### src/rtl/txcol_stats_pkg.sv
package txcol_stats_pkg;

  // Classified outcome of one finished frame
  typedef struct packed {
    logic multi;   // sent after 2..15 collisions
    logic excess;  // abandoned at the retry limit
  } frame_evt_t;

  // Saturating add on a counter of up to 32 bits; maxv is its all-ones value
  function automatic logic [31:0] sat_add(input logic [31:0] val,
                                          input logic [1:0]  amt,
                                          input logic [31:0] maxv);
    logic [32:0] sum;
    sum = {1'b0, val} + {31'd0, amt};
    return (sum > {1'b0, maxv}) ? maxv : sum[31:0];
  endfunction

endpackage

### src/rtl/txcol_classify.sv
module txcol_classify
  import txcol_stats_pkg::*;
#(
  parameter int COL_W  = 5,
  parameter int COL_LO = 2,
  parameter int COL_HI = 15
) (
  input  logic             tx_done,
  input  logic [COL_W-1:0] tx_col_cnt,
  input  logic             tx_underrun,
  input  logic             tx_retry_lim,
  output frame_evt_t       evt
);

  localparam logic [COL_W-1:0] LO = COL_W'(COL_LO);
  localparam logic [COL_W-1:0] HI = COL_W'(COL_HI);

  logic in_band;
  logic clean;

  always_comb begin
    in_band    = (tx_col_cnt >= LO) && (tx_col_cnt <= HI);
    clean      = !tx_underrun && !tx_retry_lim;
    evt.multi  = tx_done && in_band && clean;
    evt.excess = tx_done && tx_retry_lim;
  end

endmodule

### src/rtl/txcol_sat_ctr.sv
module txcol_sat_ctr
  import txcol_stats_pkg::*;
#(
  parameter int              W      = 18,
  parameter int              ADDR_W = 8,
  parameter logic [ADDR_W-1:0] ADDR = '0
) (
  input  logic              clk,
  input  logic              rst_n,
  input  logic              evt,
  input  logic              tst_pulse,
  input  logic              rd_en,
  input  logic [ADDR_W-1:0] rd_addr,
  input  logic              wr_ok,
  input  logic [ADDR_W-1:0] wr_addr,
  input  logic [W-1:0]      wr_val,
  output logic [W-1:0]      cnt,
  output logic              rd_hit,
  output logic              wr_hit
);

  localparam logic [31:0] MAXV = 32'((64'd1 << W) - 64'd1);

  logic [1:0]   amt;
  logic [W-1:0] cnt_nxt;

  assign rd_hit = rd_en && (rd_addr == ADDR);
  assign wr_hit = wr_ok && (wr_addr == ADDR);
  assign amt    = {1'b0, evt} + {1'b0, tst_pulse};

  // write > read-clear (keeping same-cycle increments) > increment
  always_comb begin
    if (wr_hit)
      cnt_nxt = wr_val;
    else if (rd_hit)
      cnt_nxt = W'(sat_add(32'd0, amt, MAXV));
    else
      cnt_nxt = W'(sat_add(32'(cnt), amt, MAXV));
  end

  always_ff @(posedge clk) begin
    if (!rst_n) cnt <= '0;
    else        cnt <= cnt_nxt;
  end

endmodule

### src/rtl/txcol_rdmux.sv
module txcol_rdmux #(
  parameter int DATA_W  = 32,
  parameter int MULTI_W = 18,
  parameter int EXC_W   = 10
) (
  input  logic               multi_hit,
  input  logic [MULTI_W-1:0] multi_cnt,
  input  logic               exc_hit,
  input  logic [EXC_W-1:0]   exc_cnt,
  output logic [DATA_W-1:0]  rd_data
);

  always_comb begin
    if (multi_hit)    rd_data = DATA_W'(multi_cnt);
    else if (exc_hit) rd_data = DATA_W'(exc_cnt);
    else              rd_data = '0;
  end

endmodule

### src/rtl/txcol_stats.sv
module txcol_stats
  import txcol_stats_pkg::*;
#(
  parameter int                DATA_W     = 32,
  parameter int                ADDR_W     = 8,
  parameter int                COL_W      = 5,
  parameter int                MULTI_W    = 18,
  parameter int                EXC_W      = 10,
  parameter logic [ADDR_W-1:0] MULTI_ADDR = 8'h24,
  parameter logic [ADDR_W-1:0] EXC_ADDR   = 8'h28
) (
  input  logic              clk,
  input  logic              rst_n,
  input  logic              tx_done,
  input  logic [COL_W-1:0]  tx_col_cnt,
  input  logic              tx_underrun,
  input  logic              tx_retry_lim,
  input  logic              rd_en,
  input  logic [ADDR_W-1:0] rd_addr,
  output logic [DATA_W-1:0] rd_data,
  input  logic              wr_en,
  input  logic [ADDR_W-1:0] wr_addr,
  input  logic [DATA_W-1:0] wr_data,
  input  logic              ctl_wr_allow,
  input  logic              ctl_inc_stats
);

  frame_evt_t         fe;
  logic               multi_evt, exc_evt;
  logic               inc_prev, tst_pulse;
  logic               wr_ok;
  logic [MULTI_W-1:0] multi_cnt;
  logic [EXC_W-1:0]   exc_cnt;
  logic               multi_rd, multi_wr, exc_rd, exc_wr;

  txcol_classify #(.COL_W(COL_W)) u_cls (
    .tx_done      (tx_done),
    .tx_col_cnt   (tx_col_cnt),
    .tx_underrun  (tx_underrun),
    .tx_retry_lim (tx_retry_lim),
    .evt          (fe)
  );

  assign multi_evt = fe.multi;
  assign exc_evt   = fe.excess;
  assign wr_ok     = wr_en && ctl_wr_allow;

  // the test bit counts once per rising edge
  always_ff @(posedge clk) begin
    if (!rst_n) inc_prev <= 1'b0;
    else        inc_prev <= ctl_inc_stats;
  end
  assign tst_pulse = ctl_inc_stats && !inc_prev;

  txcol_sat_ctr #(.W(MULTI_W), .ADDR_W(ADDR_W), .ADDR(MULTI_ADDR)) u_multi (
    .clk       (clk),
    .rst_n     (rst_n),
    .evt       (multi_evt),
    .tst_pulse (tst_pulse),
    .rd_en     (rd_en),
    .rd_addr   (rd_addr),
    .wr_ok     (wr_ok),
    .wr_addr   (wr_addr),
    .wr_val    (wr_data[MULTI_W-1:0]),
    .cnt       (multi_cnt),
    .rd_hit    (multi_rd),
    .wr_hit    (multi_wr)
  );

  txcol_sat_ctr #(.W(EXC_W), .ADDR_W(ADDR_W), .ADDR(EXC_ADDR)) u_exc (
    .clk       (clk),
    .rst_n     (rst_n),
    .evt       (exc_evt),
    .tst_pulse (tst_pulse),
    .rd_en     (rd_en),
    .rd_addr   (rd_addr),
    .wr_ok     (wr_ok),
    .wr_addr   (wr_addr),
    .wr_val    (wr_data[EXC_W-1:0]),
    .cnt       (exc_cnt),
    .rd_hit    (exc_rd),
    .wr_hit    (exc_wr)
  );

  txcol_rdmux #(.DATA_W(DATA_W), .MULTI_W(MULTI_W), .EXC_W(EXC_W)) u_mux (
    .multi_hit (multi_rd),
    .multi_cnt (multi_cnt),
    .exc_hit   (exc_rd),
    .exc_cnt   (exc_cnt),
    .rd_data   (rd_data)
  );

endmodule

### config.mk
export PLATFORM = sky130hd
export DESIGN_NAME = txcol_stats
export DESIGN_NICKNAME = d
export VERILOG_FILES = /design/src/rtl/txcol_stats_pkg.sv /design/src/rtl/txcol_classify.sv /design/src/rtl/txcol_sat_ctr.sv /design/src/rtl/txcol_rdmux.sv /design/src/rtl/txcol_stats.sv
export SDC_FILE = /design/constraint.sdc
export NUM_CORES = 1
export LEC_CHECK = 0
export BUFFER_PORTS_ARGS = -buffer_cell sky130_fd_sc_hd__buf_2
export CAP_MARGIN = 30
export CORE_MARGIN = 1.5
export CORE_UTILIZATION = 52
export CTS_BUF_LIST = sky130_fd_sc_hd__clkbuf_16
export DETAILED_ROUTE_END_ITERATION = 12
export PLACE_DENSITY = 0.89
export SETUP_SLACK_MARGIN = 0.1
export SYNTH_ARGS = -nofsm -noshare
export SYNTH_HDL_FRONTEND = slang
export SYNTH_SLANG_ARGS = --single-unit
### constraint.sdc
create_clock -name clk -period 5.6 [get_ports clk]
set_clock_uncertainty 0.05 [all_clocks]
set_input_delay 0.28 -clock clk [delete_from_list [all_inputs] [get_ports clk]]
set_output_delay 0.28 -clock clk [all_outputs]
set_load 0.005 [all_outputs]
## Word-level counts from Yosys, hierarchy flattened

Cells that the tools add are included.
W data, S select, Z words.

- Divide/modulo/power cells: 0
- Add/sub/neg operators: 4
- Bitwise gates (word level): 0
- $lt $le $gt $ge: 6
- $mul: 0
- Reductions and logical operators: 14
- Shift-type cells: 0
- Equal/unequal tests: 4
- Multiplexer cells: 10

Operators by type and width:

| cell | count |
|---|---|
| $mux W18 | 4 |
| $mux W10 | 5 |
| $eq A8 B6 Y1 const B | 4 |
| $mux W32 | 1 |
| $add A18 B2 Y19 | 1 |
| $gt A19 B18 Y1 const B | 1 |
| $gt A2 B18 Y1 const B | 1 |
| $add A10 B2 Y11 | 1 |
| $gt A11 B10 Y1 const B | 1 |
| $logic_and A1 B1 Y1 | 11 |
| $gt A2 B10 Y1 const B | 1 |
| $ge A5 B2 Y1 const B | 1 |
| $le A5 B4 Y1 const B | 1 |
| $add A1 B1 Y2 | 2 |
| $logic_not A1 Y1 | 3 |

- Latch bits: 0
- ROM bits: 0
- Bits in registers: 29
- Input port bits: 62
- Logic and storage cells: 41
- RAM bits: 0
- Memories kept: 0

## Depth between registers and ports, before layout

- Depth after elaboration: 10
- Mapped depth: 10
- Depth with buffers taken out: 10

## Hierarchy

A second synthesis with hierarchy kept.

- Cell total of the unflattened synthesis: 279
- Area, all modules: 2387.3 um^2

By module, submodules not included:

| module | sequential area each (um^2) | times used | cells an instance | area each (um^2) |
|---|---|---|---|---|
| txcol_sat_ctr (u_multi) | 360.3 | 1 | 147 | 1275.0 |
| txcol_sat_ctr (u_exc) | 200.2 | 1 | 86 | 743.2 |
| txcol_rdmux | 0.0 | 1 | 39 | 292.8 |
| txcol_stats | 20.0 | 1 | 4 | 46.3 |
| txcol_classify | 0.0 | 1 | 3 | 30.0 |

## Worst setup path before layout

Ideal clock, no wire load.

- Path kind: input -> register
- Start: input tx_retry_lim
- End: register u_multi.cnt[15]
- Stages: 10
- Buffers on the path: 0
- Arrival time: 2305 ps
- Path slack: 3123 ps
- Library setup time: 122 ps
- Path through: nor4b_1 > o31a_1 > ha_1 > ha_1 > fa_1 > and4_1 > nand2_1 > nor3_4 > o31ai_1 > nand2_1

- Cells in the longest elaborated chain, start to end: 9
- Elaborated cells between the ends (all ways): 11
- Those cells by class: add/sub (2); order compare (2); mux (4); reduce/logical (3)

RTL lines:

| element | line | text |
|---|---|---|
| start, declared | txcol_stats.sv:17 | `input logic tx_retry_lim,` |
| $logic_not A1 Y1 * | txcol_classify.sv:23 | `clean = !tx_underrun && !tx_retry_lim;` |
| $logic_and A1 B1 Y1 * | txcol_classify.sv:23 |  |
| $logic_and A1 B1 Y1 * | txcol_classify.sv:24 | `evt.multi = tx_done && in_band && clean;` |
| $add A1 B1 Y2 * | txcol_sat_ctr.sv:29 | `assign amt = {1'b0, evt} + {1'b0, tst_pulse};` |
| $add A18 B2 Y19 | txcol_stats_pkg.sv:14 | `sum = {1'b0, val} + {31'd0, amt};` |
| $gt A19 B18 Y1 | txcol_stats_pkg.sv:15 | `return (sum > {1'b0, maxv}) ? maxv : sum[31:0];` |
| $mux W18 | txcol_stats_pkg.sv:15 |  |
| $mux W18 * | txcol_sat_ctr.sv:35 | `else if (rd_hit)` |
| $mux W18 * | txcol_sat_ctr.sv:33 | `if (wr_hit)` |
| end signal, assigned | txcol_sat_ctr.sv:43 | `else cnt <= cnt_nxt;` |
| end, declared | txcol_sat_ctr.sv:17 | `output logic [W-1:0] cnt,` |

Mark *: on every way between the ends. The rest lies on a longest branch, timed or not.
A chain may end at the register's enable or synchronous reset.

## Worst setup path in the final report

Same ends and word-level chain as after synthesis.

==> reports/results.ini <==
[status]
status = finished clean

[logic_synthesis]
synth_warnings = 0
synthFlopType = dfxtp_1
synthesis.area_mm2 = 0.002183
syn_area_per_cell_um2 = 8.397
yosysUniqueCellTypes = 60
ys_seq_area_frac = 0.2659
synth_edf_count = 0
yosys_register_bits = 29
synthArstFlopShare = 0
syn_inst = 260

[detailed_routing]
dr.pass1.iters = 4
drc = 0
first_iter_violations = 106
drt_wl_total_um = 5572
via_per_inst = 5.930
wl_per_cell_um = 14.98
via_count = 2206
antenna_left = 0

[worst_setup_path]
end_kind = flop
crit_required_ns = 5.71
crit_slowest_cell = fa_1
start_kind = input port
worstPathCellList = buf_2 > nor4b_1 > o31a_1 > ha_1 > ha_1 > fa_1 > and4_1 > nand2_1 > nor3_4 > o31ai_1 > nand2_1
path_max_fanout = 7
max_stage_delay_ns = 0.45
path_class = in -> reg
arrival_ns = 2.76

[clocking]
cts_tree = yes
clock_latency_ns = 0.28
cts_hold_buf = 0
cts_buffer_depth = 2
clk_pin_slew_ns = 0.05
cts_setup_buffers = 0
numClockSinks = 29
ctsHtreeMaxLevel = 2
root_buffer = clkbuf_16
cts_resized = 0
cts_made_buffers = 5

[place]
placed_cell_area_mm2 = 0.002446
post-place-cells = 364
gp_congestion = 0.8626
dp_hpwl_um = 4210
place_ws_ns = 2.668
portBuffers = 64

[timing]
final.setup.tns_ns = 0
hold_viol_final = 0
max_freq_ghz = 0.3769
grt_setup_unrepaired = no
slew_violations = 0
fin_crit_ns = 2.653
slew_headroom = 0.4703
fin_ws_ns = 2.947
setup_viol = 0
fin_hold_ws_ns = 0.1427
fin_crit_sh = 0.4738
tightest_slew_ns = 0.7940

[global_routing]
gr-usage-met1 = 0.2994
antenna_found_initial = 0
grt_pass1_vias = 2044
grt_pass1_wl_um = 8997
grt.total_usage = 0.2641
grt_util_met2 = 0.4596
grt_max_degree = 22
grt_overflow_total = 0
top_usage_layer = met2
met3_usage = 0.05667

[hold_path]
min_path_type = in -> reg

[cells_and_area]
drive_above_1_share = 0.2857
instances_no_fill = 372
syn_to_final_growth_pct = 18.34
nNetsFinal = 391
postLayoutCellArea_mm2 = 0.002584
n_fill_cell = 352
n_antenna_cell = 0

[power]
power_density_mw_per_mm2 = 201.9
max-vdd-ir-drop_mv = 0.1184
p_leak_nw = 1.158

[floorplan]
initial_utilization = 0.5419
io_pins = 94
rows = 23
die_width_um = 67.80
core_area_mm2 = 0.004029
dieArea_mm2 = 0.004596
die_h_um = 67.80

[job]
maxCapViolations = 0

-- synth_stat cells (2+ instances only) --
cell type | number | area share
dfxtp_1 | 29 | 0.27
nand2_1 | 29 | 0.050
nor2_1 | 20 | 0.034
buf_4 | 16 | 0.055
o21ai_0 | 16 | 0.037
nand3_1 | 14 | 0.032
and2_1 | 11 | 0.032
a22o_1 | 10 | 0.040
a21oi_1 | 9 | 0.021
ha_1 | 6 | 0.034
nand4_1 | 6 | 0.017
xnor2_1 | 6 | 0.024
o31ai_1 | 5 | 0.017
inv_1 | 4 | 0.0069
nand4b_1 | 4 | 0.016
xor2_1 | 4 | 0.016
a22oi_1 | 3 | 0.010
a31oi_1 | 3 | 0.0086
and4b_1 | 3 | 0.014
clkbuf_1 | 3 | 0.0052
nor3_2 | 3 | 0.014
a211oi_1 | 2 | 0.0069
a211oi_2 | 2 | 0.011
and3_1 | 2 | 0.0057
and4_1 | 2 | 0.0080
and4b_2 | 2 | 0.010
buf_2 | 2 | 0.0046
clkbuf_8 | 2 | 0.013
fa_1 | 2 | 0.018
mux2i_1 | 2 | 0.0092
nand2b_1 | 2 | 0.0057
nor2b_1 | 2 | 0.0057
nor3_1 | 2 | 0.0046
nor3b_1 | 2 | 0.0069
nor4b_2 | 2 | 0.014
o211ai_1 | 2 | 0.0069
o21ai_1 | 2 | 0.0046
o22ai_1 | 2 | 0.0057
-- worst max-delay path: cells and delay by family --
family | cells | cell delay (ns)
compound gates | 2 | 0.49
fa+ha+maj | 3 | 0.90
buf+inv | 1 | 0.10
simple gates | 5 | 0.97
-- power breakdown --
group          total, mW  switching (mW)  internal, mW
sequential         0.217         0.00514         0.212
combinational     0.0511          0.0251        0.0260
clock              0.253          0.0932         0.160
total              0.522           0.123         0.398
-- registers in the layout, summed over array words and instances (netlist names) --
signal,flops
u_exc.cnt,10
inc_prev,1
u_multi.cnt,18
-- cells by family after synthesis --
logic type	Yosys count	share of synthesized area
flops	29	0.2659
other cells	1	0.001718
simple gates	118	0.3364
mux	3	0.01433
fa+ha+maj	8	0.05272
compound gates	64	0.2046
xor+xnor	10	0.04011
buf+inv	27	0.08424
-- cell type report --
type	count	area, um2	share of cell area
Timing Repair Buffer	64	320.3	0.1240
Tap cell	50	62.56	0.02421
Sequential cell	29	580.6	0.2247
Clock buffer	5	125.1	0.04843
Multi-Input combinational cell	217	1468	0.5680
Inverter	4	15.01	0.005811
Clock inverter	3	12.51	0.004843
-- worst paths after layout --
path / from / endpoint / slack (ns) / cells after the start
max: tx_retry_lim / u_multi.cnt[15]$_SDFF_PN0_ / 2.95 / 11
min: wr_data[14] / u_multi.cnt[14]$_SDFF_PN0_ / 0.14 / 3
max reg2reg: inc_prev$_SDFF_PN0_ / u_exc.cnt[6]$_SDFF_PN0_ / 3.08 / 9
min reg2reg: u_multi.cnt[14]$_SDFF_PN0_ / u_multi.cnt[14]$_SDFF_PN0_ / 0.55 / 2
-- per-layer routing --
layer  part of all wire  vias up
met4              0.023        0
li1                   -     1069
met1               0.41     1003
met5                  0        -
met3              0.082       13
met2               0.49      121
-- cell usage in the layout (no fill, tap or decap), drive strengths merged, types with 8 or more instances in the layout --
cell    n
a22o   11
o21ai  18
nand2  29
dfxtp  29
nand4   8
a21oi   9
and2   11
nand3  15
buf    64
conb   14
nor2   21
-- stage by stage --
stage	power, mW	utilization
floorplan	0.2554	-
CTS	0.5242	0.6413
finish	0.5218	0.6413
detailed placement	0.2723	0.6071
global route	0.5394	0.6413
global placement	0.2700	0.6071
Power figures use the tool's default switching activity.
